$ cat src/rtl/tpg_pkg.sv
package tpg_pkg;
  // Default geometry and widths of the builder.
  localparam int unsigned DEF_TWR_W   = 8;
  localparam int unsigned DEF_SUM_W   = 10;
  localparam int unsigned DEF_FRAC_W  = 7;
  localparam int unsigned DEF_ETA_N   = 12;
  localparam int unsigned DEF_PHI_N   = 4;
  localparam int unsigned DEF_GRP_ETA = 3;
  localparam int unsigned DEF_GRP_PHI = 2;
  localparam int unsigned DEF_PER_LANE = 2;

  function automatic int unsigned max_u(input int unsigned a, input int unsigned b);
    return (a > b) ? a : b;
  endfunction
endpackage

$ cat src/rtl/tpg_group_sum.sv
module tpg_group_sum #(
  parameter int unsigned TWR_W = 8,
  parameter int unsigned SUM_W = 10,
  parameter int unsigned GRP_N = 6,
  localparam int unsigned ACC_W = TWR_W + $clog2(GRP_N) + 1
) (
  input  logic [GRP_N*TWR_W-1:0] twr,
  output logic [SUM_W-1:0]       sum_sat,
  output logic [TWR_W-1:0]       twr_max
);
  localparam logic [ACC_W-1:0] SUM_MAX = ACC_W'((1 << SUM_W) - 1);

  logic [ACC_W-1:0] acc;

  always_comb begin
    acc     = '0;
    twr_max = '0;
    for (int k = 0; k < GRP_N; k++) begin
      acc = acc + ACC_W'(twr[k*TWR_W +: TWR_W]);
      if (twr[k*TWR_W +: TWR_W] > twr_max) twr_max = twr[k*TWR_W +: TWR_W];
    end
    sum_sat = (acc > SUM_MAX) ? SUM_MAX[SUM_W-1:0] : acc[SUM_W-1:0];
  end
endmodule

$ cat src/rtl/tpg_flag_cmp.sv
module tpg_flag_cmp #(
  parameter int unsigned TWR_W  = 8,
  parameter int unsigned SUM_W  = 10,
  parameter int unsigned FRAC_W = 7,
  localparam int unsigned PROD_W = tpg_pkg::max_u(TWR_W, SUM_W) + FRAC_W
) (
  input  logic [SUM_W-1:0]  sum,
  input  logic [TWR_W-1:0]  twr_max,
  input  logic [FRAC_W-1:0] share,
  output logic              flag
);
  logic [PROD_W-1:0] lhs, rhs;

  always_comb begin
    lhs  = PROD_W'(twr_max) << FRAC_W;
    rhs  = PROD_W'(share) * PROD_W'(sum);
    flag = (sum != '0) && (lhs > rhs);
  end
endmodule

$ cat src/rtl/tpg_builder.sv
module tpg_builder #(
  parameter int unsigned TWR_W    = tpg_pkg::DEF_TWR_W,
  parameter int unsigned SUM_W    = tpg_pkg::DEF_SUM_W,
  parameter int unsigned FRAC_W   = tpg_pkg::DEF_FRAC_W,
  parameter int unsigned ETA_N    = tpg_pkg::DEF_ETA_N,
  parameter int unsigned PHI_N    = tpg_pkg::DEF_PHI_N,
  parameter int unsigned GRP_ETA  = tpg_pkg::DEF_GRP_ETA,
  parameter int unsigned GRP_PHI  = tpg_pkg::DEF_GRP_PHI,
  parameter int unsigned PER_LANE = tpg_pkg::DEF_PER_LANE,
  localparam int unsigned N_TWR  = ETA_N * PHI_N,
  localparam int unsigned GE     = ETA_N / GRP_ETA,
  localparam int unsigned GP     = PHI_N / GRP_PHI,
  localparam int unsigned N_PRIM = GE * GP,
  localparam int unsigned GRP_N  = GRP_ETA * GRP_PHI,
  localparam int unsigned PRIM_W = SUM_W + 1,
  localparam int unsigned N_LANE = N_PRIM / PER_LANE,
  localparam int unsigned LANE_W = PRIM_W * PER_LANE
) (
  input  logic                     clk,
  input  logic                     rst_n,
  input  logic                     in_valid,
  input  logic [N_TWR*TWR_W-1:0]   tower_e,
  input  logic [FRAC_W-1:0]        share_th,
  output logic                     out_valid,
  output logic [N_LANE*LANE_W-1:0] lane_data
);
  // Stage 1 state and its next values
  logic                    s1_valid, s1_valid_nx;
  logic [SUM_W-1:0]        s1_sum    [N_PRIM];
  logic [SUM_W-1:0]        s1_sum_nx [N_PRIM];
  logic [TWR_W-1:0]        s1_max    [N_PRIM];
  logic [TWR_W-1:0]        s1_max_nx [N_PRIM];
  logic [FRAC_W-1:0]       s1_share, s1_share_nx;
  // Stage 2 next values
  logic                    out_valid_nx;
  logic [N_LANE*LANE_W-1:0] lane_nx;
  logic [N_PRIM-1:0]       flag_c;

  for (genvar p = 0; p < N_PRIM; p++) begin : g_prim
    localparam int unsigned EG = p % GE;
    localparam int unsigned PG = p / GE;
    logic [GRP_N*TWR_W-1:0] grp_twr;

    for (genvar k = 0; k < GRP_N; k++) begin : g_twr
      localparam int unsigned T = (PG*GRP_PHI + k/GRP_ETA)*ETA_N + EG*GRP_ETA + k%GRP_ETA;
      assign grp_twr[k*TWR_W +: TWR_W] = tower_e[T*TWR_W +: TWR_W];
    end

    tpg_group_sum #(.TWR_W(TWR_W), .SUM_W(SUM_W), .GRP_N(GRP_N)) u_sum (
      .twr     (grp_twr),
      .sum_sat (s1_sum_nx[p]),
      .twr_max (s1_max_nx[p])
    );

    tpg_flag_cmp #(.TWR_W(TWR_W), .SUM_W(SUM_W), .FRAC_W(FRAC_W)) u_cmp (
      .sum     (s1_sum[p]),
      .twr_max (s1_max[p]),
      .share   (s1_share),
      .flag    (flag_c[p])
    );
  end

  // Next-state logic
  always_comb begin
    s1_valid_nx  = in_valid;
    s1_share_nx  = share_th;
    out_valid_nx = s1_valid;
    for (int p = 0; p < N_PRIM; p++)
      lane_nx[p*PRIM_W +: PRIM_W] = {flag_c[p], s1_sum[p]};
  end

  // Registers
  always_ff @(posedge clk or negedge rst_n) begin
    if (!rst_n) begin
      s1_valid  <= 1'b0;
      s1_share  <= '0;
      out_valid <= 1'b0;
      lane_data <= '0;
      for (int p = 0; p < N_PRIM; p++) begin
        s1_sum[p] <= '0;
        s1_max[p] <= '0;
      end
    end else begin
      s1_valid  <= s1_valid_nx;
      out_valid <= out_valid_nx;
      if (in_valid) begin
        s1_share <= s1_share_nx;
        for (int p = 0; p < N_PRIM; p++) begin
          s1_sum[p] <= s1_sum_nx[p];
          s1_max[p] <= s1_max_nx[p];
        end
      end
      if (s1_valid) lane_data <= lane_nx;
    end
  end
endmodule

$ cat config.mk
export PLATFORM = sky130hd
export DESIGN_NAME = tpg_builder
export DESIGN_NICKNAME = d
export VERILOG_FILES = /design/src/rtl/tpg_pkg.sv /design/src/rtl/tpg_group_sum.sv /design/src/rtl/tpg_flag_cmp.sv /design/src/rtl/tpg_builder.sv
export SDC_FILE = /design/constraint.sdc
export NUM_CORES = 2
export LEC_CHECK = 0
export BUFFER_PORTS_ARGS = -buffer_cell sky130_fd_sc_hd__buf_4
export CORE_ASPECT_RATIO = 0.9
export CORE_MARGIN = 4
export CORE_UTILIZATION = 50
export DETAILED_ROUTE_END_ITERATION = 8
export HOLD_SLACK_MARGIN = 0.03
export PLACE_DENSITY = 0.74
export SLEW_MARGIN = 20
export SYNTH_ARGS = -nofsm -noshare
export SYNTH_HDL_FRONTEND = slang
export SYNTH_SLANG_ARGS = --single-unit
$ cat constraint.sdc
create_clock -name clk -period 6 [get_ports clk]
set_clock_uncertainty 0.2 [all_clocks]
set_input_delay 0.9 -clock clk [delete_from_list [all_inputs] [get_ports clk]]
set_output_delay 0.9 -clock clk [all_outputs]
set_load 0.005 [all_outputs]
# Yosys cells after proc, flatten, opt, wreduce, memory -nomap -nowiden
# Index checks and enable logic that the tools add are counted.
[op_classes] add_sub_neg=40 multipliers=8 div_mod_pow=0 n_lt_le_gt_ge=64 eq_ne=0 shift=0 n_mux=56 bitwise=0 n_reduce_logical=16
[ops] op="12-bit by 8-bit adder with 12-bit output" n=32
[ops] op="8-bit 2-to-1 mux" n=48
[ops] op="8-bit > comparator" n=40
[ops] op="15-bit by 17-bit > comparator with 1-bit output" n=8
[ops] op="7-bit by 10-bit multiplier with 17-bit output" n=8
[ops] op="12-bit by 10-bit > comparator with 1-bit output, second input constant" n=8
[ops] op="10-bit 2-to-1 mux" n=8
[ops] op="10-bit nonzero test" n=8
[ops] op="8-bit by 8-bit adder with 9-bit output" n=8
[ops] op="8-bit by 1-bit > comparator with 1-bit output, second input constant" n=8
[ops] op="1-bit logical AND" n=8
[word_totals] reg_bits=241 latchBits=0 ram_bits=0 romBits=0 in_bits=394 n_memories=0

# Longest topological paths before layout
[logic_depth] word_depth=12 depth_mapped=53 mapped_depth_nobuf=50

# Cells and area by module
# Synthesis repeated with hierarchy kept, for this count alone.
[hier_totals] hier_cells=5526 area_unflattened_um2=51510.7
[by_module_without_submodules] mod="tpg_flag_cmp" n_inst=8 cells_each=297 area_per_inst_um2=2516.2 seq_area_each_um2=0.0
[by_module_without_submodules] mod="tpg_group_sum at g_prim[0].u_sum ..." n_inst=4 cells_each=323 area_per_inst_um2=2740.1 seq_area_each_um2=0.0
[by_module_without_submodules] mod="tpg_builder" n_inst=1 cells_each=507 area_per_inst_um2=9292.7 seq_area_each_um2=6030.8
[by_module_without_submodules] mod="tpg_group_sum at g_prim[5].u_sum ..." n_inst=2 cells_each=344 area_per_inst_um2=2830.2 seq_area_each_um2=0.0
[by_module_without_submodules] mod="tpg_group_sum at g_prim[7].u_sum" n_inst=1 cells_each=334 area_per_inst_um2=2802.7 seq_area_each_um2=0.0
[by_module_without_submodules] mod="tpg_group_sum at g_prim[4].u_sum" n_inst=1 cells_each=329 area_per_inst_um2=2665.1 seq_area_each_um2=0.0

# Least setup slack after synthesis
# OpenSTA, ideal clock, no wires.
[synth_timing] path_type="in2reg" startpoint="input port tower_e[193]" endpoint="register s1_max[25] (netlist bit)" t_arrival_ns=9.557 t_required_ns=5.675 setup_slack_ns=-3.882 stages=50 path_buffers=3 cell_sequence="inv_1 > ha_1 > nor2b_1 > o211ai_1 > a21oi_1 > o21ai_1 > mux2i_1 > ha_1 > and4_1 > nand4_1 > o21ai_0 > inv_1 > o311ai_1 > and3_1 > clkbuf_2 > clkbuf_1 > nor2_1 > a21oi_1 > [... 14 more ...] > o21a_1 > nor2_1 > o211a_1 > a211oi_1 > o221a_2 > buf_2 > mux2_2 > ha_1 > o21a_1 > o21ai_0 > nand2b_1 > a21oi_1 > nor2_1 > a211oi_1 > a21oi_1 > nand2_1 > o21ai_0 > mux2_2"
[synth_via] elab_chain_cells=12
[synth_rtl] element="start, declared" line="tpg_builder.sv:22" rtl="input logic [N_TWR*TWR_W-1:0] tower_e,"
[synth_rtl] element="8-bit by 1-bit > comparator with 1-bit output" line="tpg_group_sum.sv:20" rtl="if (twr[k*TWR_W +: TWR_W] > twr_max) twr_max = twr[k*TWR_W +: TWR_W];"
[synth_rtl] element="8-bit 2-to-1 mux *" line="tpg_group_sum.sv:20"
[synth_rtl] element="8-bit > comparator" line="tpg_group_sum.sv:20"
[synth_rtl] element="8-bit 2-to-1 mux *" line="tpg_group_sum.sv:20"
[synth_rtl] element="8-bit > comparator" line="tpg_group_sum.sv:20"
[synth_rtl] element="8-bit 2-to-1 mux *" line="tpg_group_sum.sv:20"
[synth_rtl] element="8-bit > comparator" line="tpg_group_sum.sv:20"
[synth_rtl] element="8-bit 2-to-1 mux *" line="tpg_group_sum.sv:20"
[synth_rtl] element="8-bit > comparator" line="tpg_group_sum.sv:20"
[synth_rtl] element="8-bit 2-to-1 mux *" line="tpg_group_sum.sv:20"
[synth_rtl] element="8-bit > comparator" line="tpg_group_sum.sv:20"
[synth_rtl] element="8-bit 2-to-1 mux *" line="tpg_group_sum.sv:20"
[synth_rtl] element="end signal, assigned by index" line="tpg_builder.sv:90" rtl="s1_max[p] <= s1_max_nx[p];"
[synth_rtl] element="end, declared" line="tpg_builder.sv:31" rtl="logic [TWR_W-1:0] s1_max [N_PRIM];"
# Every way passes the cells marked *; elsewhere a longest branch is shown, timed or not.
# A chain may end at the register's enable or synchronous reset.

# Worst setup path after layout
# Same ends and word-level chain as after synthesis.

==> metrics.cfg <==
[outcome]
status = complete, but fails checks
violations = setup timing

[cts]
clockBufferDepth = 3
cts_tree = yes
clock_sinks = 241
worstSkewPairLatency_ps = 610
cts_made_buffers = 30
root_buffer = clkbuf_16
path_clk_slew_ps = 70
h-tree-depth = 1

[global_route]
antenna_found_initial = 6
grt_pass1_wl_um = 252600
overflow = 0
grt_max_degree = 122
grt_use_total_pct = 29.99
grt_pass1_vias = 49290

[yosys]
seq_area_frac_synth_pct = 12.30
synthTopCellsByArea = fa_1 (21%), ha_1 (21%), dfrtp_1 (12%)
synth_cells = 5609
ys_seq_elements = 241
syn_area_per_cell_um2 = 8.739
ys_types = 100
async_reset_ff_share_pct = 100.0
ys.flop_type = dfrtp_1
syn_nets = 7327
synth_edf_count = 0
yosysWarnings = 0
synth_top_area_share_pct = 20.91
yosysTopAreaCell = fa_1
syn-cell-area_um2 = 49020
synth_common_cells = inv_1 (1,000), ha_1 (812), nand2_1 (547), fa_1 (512), a21oi_1 (331)
synth_most_common_cell = inv_1

[timing]
setup_tns_ps = -153950
min_period_ps = 8818
report.final.slew_viol_count = 0
rsz0062_at_grt = yes
slew_headroom_pct = 28.94
fin_ws_ps = -2818
finalSetupViolCount = 71
hold_viol_final = 0
fmax_ghz = 0.1134
tightest_slew_ps = 1059
fin_crit_sh_pct = 147.0

[placement]
place_hpwl_um = 121600
port_buffers = 482
gp_congestion = 0.9225

[setup_path]
worst_path_max_delay_cell = or3_4
crit_type = in -> reg
cp-end-kind = register
cp-start-kind = input port
cp_common_cell = a21oi_2
cpPeakStageDelay_ps = 360
required_ps = 6290
crit_fanout = 7
worstPathArrival_ps = 9110

[die]
start_util_pct = 50.59
rows = 108
die_w_um = 338.0
fp.coreArea_um2 = 96890
io_pins = 483
die_area_um2 = 103100
die_h_um = 305.0

[finish]
drive_gt1_share_pct = 38.09
final_nets = 8888
areaGrowthSynthToFinish_pct = 43.27

[hold_path]
hp-class = reg -> reg

[run]
cap_violations = 0

[routing]
drtIter0Drc = 2893
post_drt_via_cell_ratio = 5.637
drtPass1Iterations = 6
postRouteAntennaNets = 0
vias = 47707
wirelength_um = 167900
drc = 0
avgRoutedWirePerCell_um = 19.84

[cells by family (layout without fill, tap and decap cells)]
| logic type | after synthesis | count (layout) | synth area share (%) |
|---|---|---|---|
| simple gates | 1372 | 1372 | 13.54 |
| fa+ha+maj | 1327 | 1327 | 41.70 |
| buf+inv | 1204 | 2787 | 9.243 |
| compound gates | 994 | 995 | 13.58 |
| mux | 271 | 271 | 6.057 |
| flops | 241 | 241 | 12.30 |
| xor+xnor | 200 | 200 | 3.574 |
| other cells | 0 | 5 | 0 |
[layout by cell type, fill, tap and decap left out, types with 98 or more instances in the layout]
master / Yosys / final
a21o_1: 99 / 98
a21oi_1: 331 / 185
a21oi_2: 0 / 125
and2_1: 174 / 157
buf_4: 1 / 1584
dfrtp_1: 241 / 233
fa_1: 512 / 511
ha_1: 812 / 671
ha_4: 0 / 128
inv_1: 1000 / 931
mux2_2: 141 / 117
nand2_1: 547 / 524
nor2_1: 235 / 186
xnor2_1: 117 / 115
[what timing repair did]
item	4_1_cts	5_1_grt
setup buffers	200	112
endpoints found under the hold margin	49	0
pin swaps	346	413
gates resized for setup	511	437
endpoints found under the setup margin	72	72
gates cloned	5	1
hold buffers	1	0
[final cells by class]
type | instances | area (µm²)
diodes | 5 | 12.51
clock buffers | 36 | 824.5
clock inverters | 19 | 344.1
fillers | 6478 | 26660
inverters | 1000 | 3850
multi-input cells | 4165 | 43490
flip-flops and latches | 241 | 6043
well taps | 1265 | 1583
repair buffers | 1732 | 14070
[worst max-delay path: cells and delay by family]
kind                       cells  cell delay (ps)
AOI/OAI and AO/OA             20             3350
and+or+nand+nor               13             1730
adders and majority gates      5             1280
muxes                          4             1110
buffers and inverters          7              680
[state kept, by name, summed over array words and instances, names as in the netlist]
signal,count
s1_max,64
s1_share,7
lane_nx,80
out_valid,1
out_valid_nx,1
lane_data,88
[final timing paths]
path | slack (ps) | to | cells after the start | start
worst max-delay path | -2820 | s1_max[25]$_DFFE_PN0P_ | 49 | tower_e[193]
worst max register to register | -410 | lane_data[87]$_DFFE_PN0P_ | 29 | s1_share[3]$_DFFE_PN0P_
min in group asynchronous | 570 | lane_nx[35]$_DFFE_PN0P_ | 2 | rst_n
worst min register to register | 300 | lane_data[21]$_DFFE_PN0P_ | 2 | lane_data[21]$_DFFE_PN0P_
worst min-delay path | 300 | lane_data[21]$_DFFE_PN0P_ | 2 | lane_data[21]$_DFFE_PN0P_
max in group asynchronous | 3580 | out_valid_nx$_DFF_PN0_ | 3 | rst_n
[routing by layer]
| layer | up-vias | share of wire, % | track usage, % |
|---|---|---|---|
| met5 | - | 0.011 | 0 |
| met4 | 4 | 4.3 | 7.911 |
| met3 | 550 | 7.7 | 5.648 |
| met2 | 1876 | 47 | 50.04 |
| met1 | 23487 | 41 | 40.03 |
| li1 | 21790 | - | - |
[metrics by stage]
stage	std cells	util [%]	setup WS (ps)	hold slack (ps)	cell area, µm²
after floorplan	5609	-	-3026	191.0	50320
after global placement	8100	64.00	-3292	274.5	62010
after detailed placement	8100	64.00	-3602	279.7	62010
after CTS	8352	69.35	-2574	276.2	67200
after global routing	8459	72.47	-3284	298.3	70220
final	8463	72.48	-2818	296.4	70230
Power is left out: the tool's default activity adds up to more than one toggle a clock period on the data nets, which glitch-free logic cannot reach.
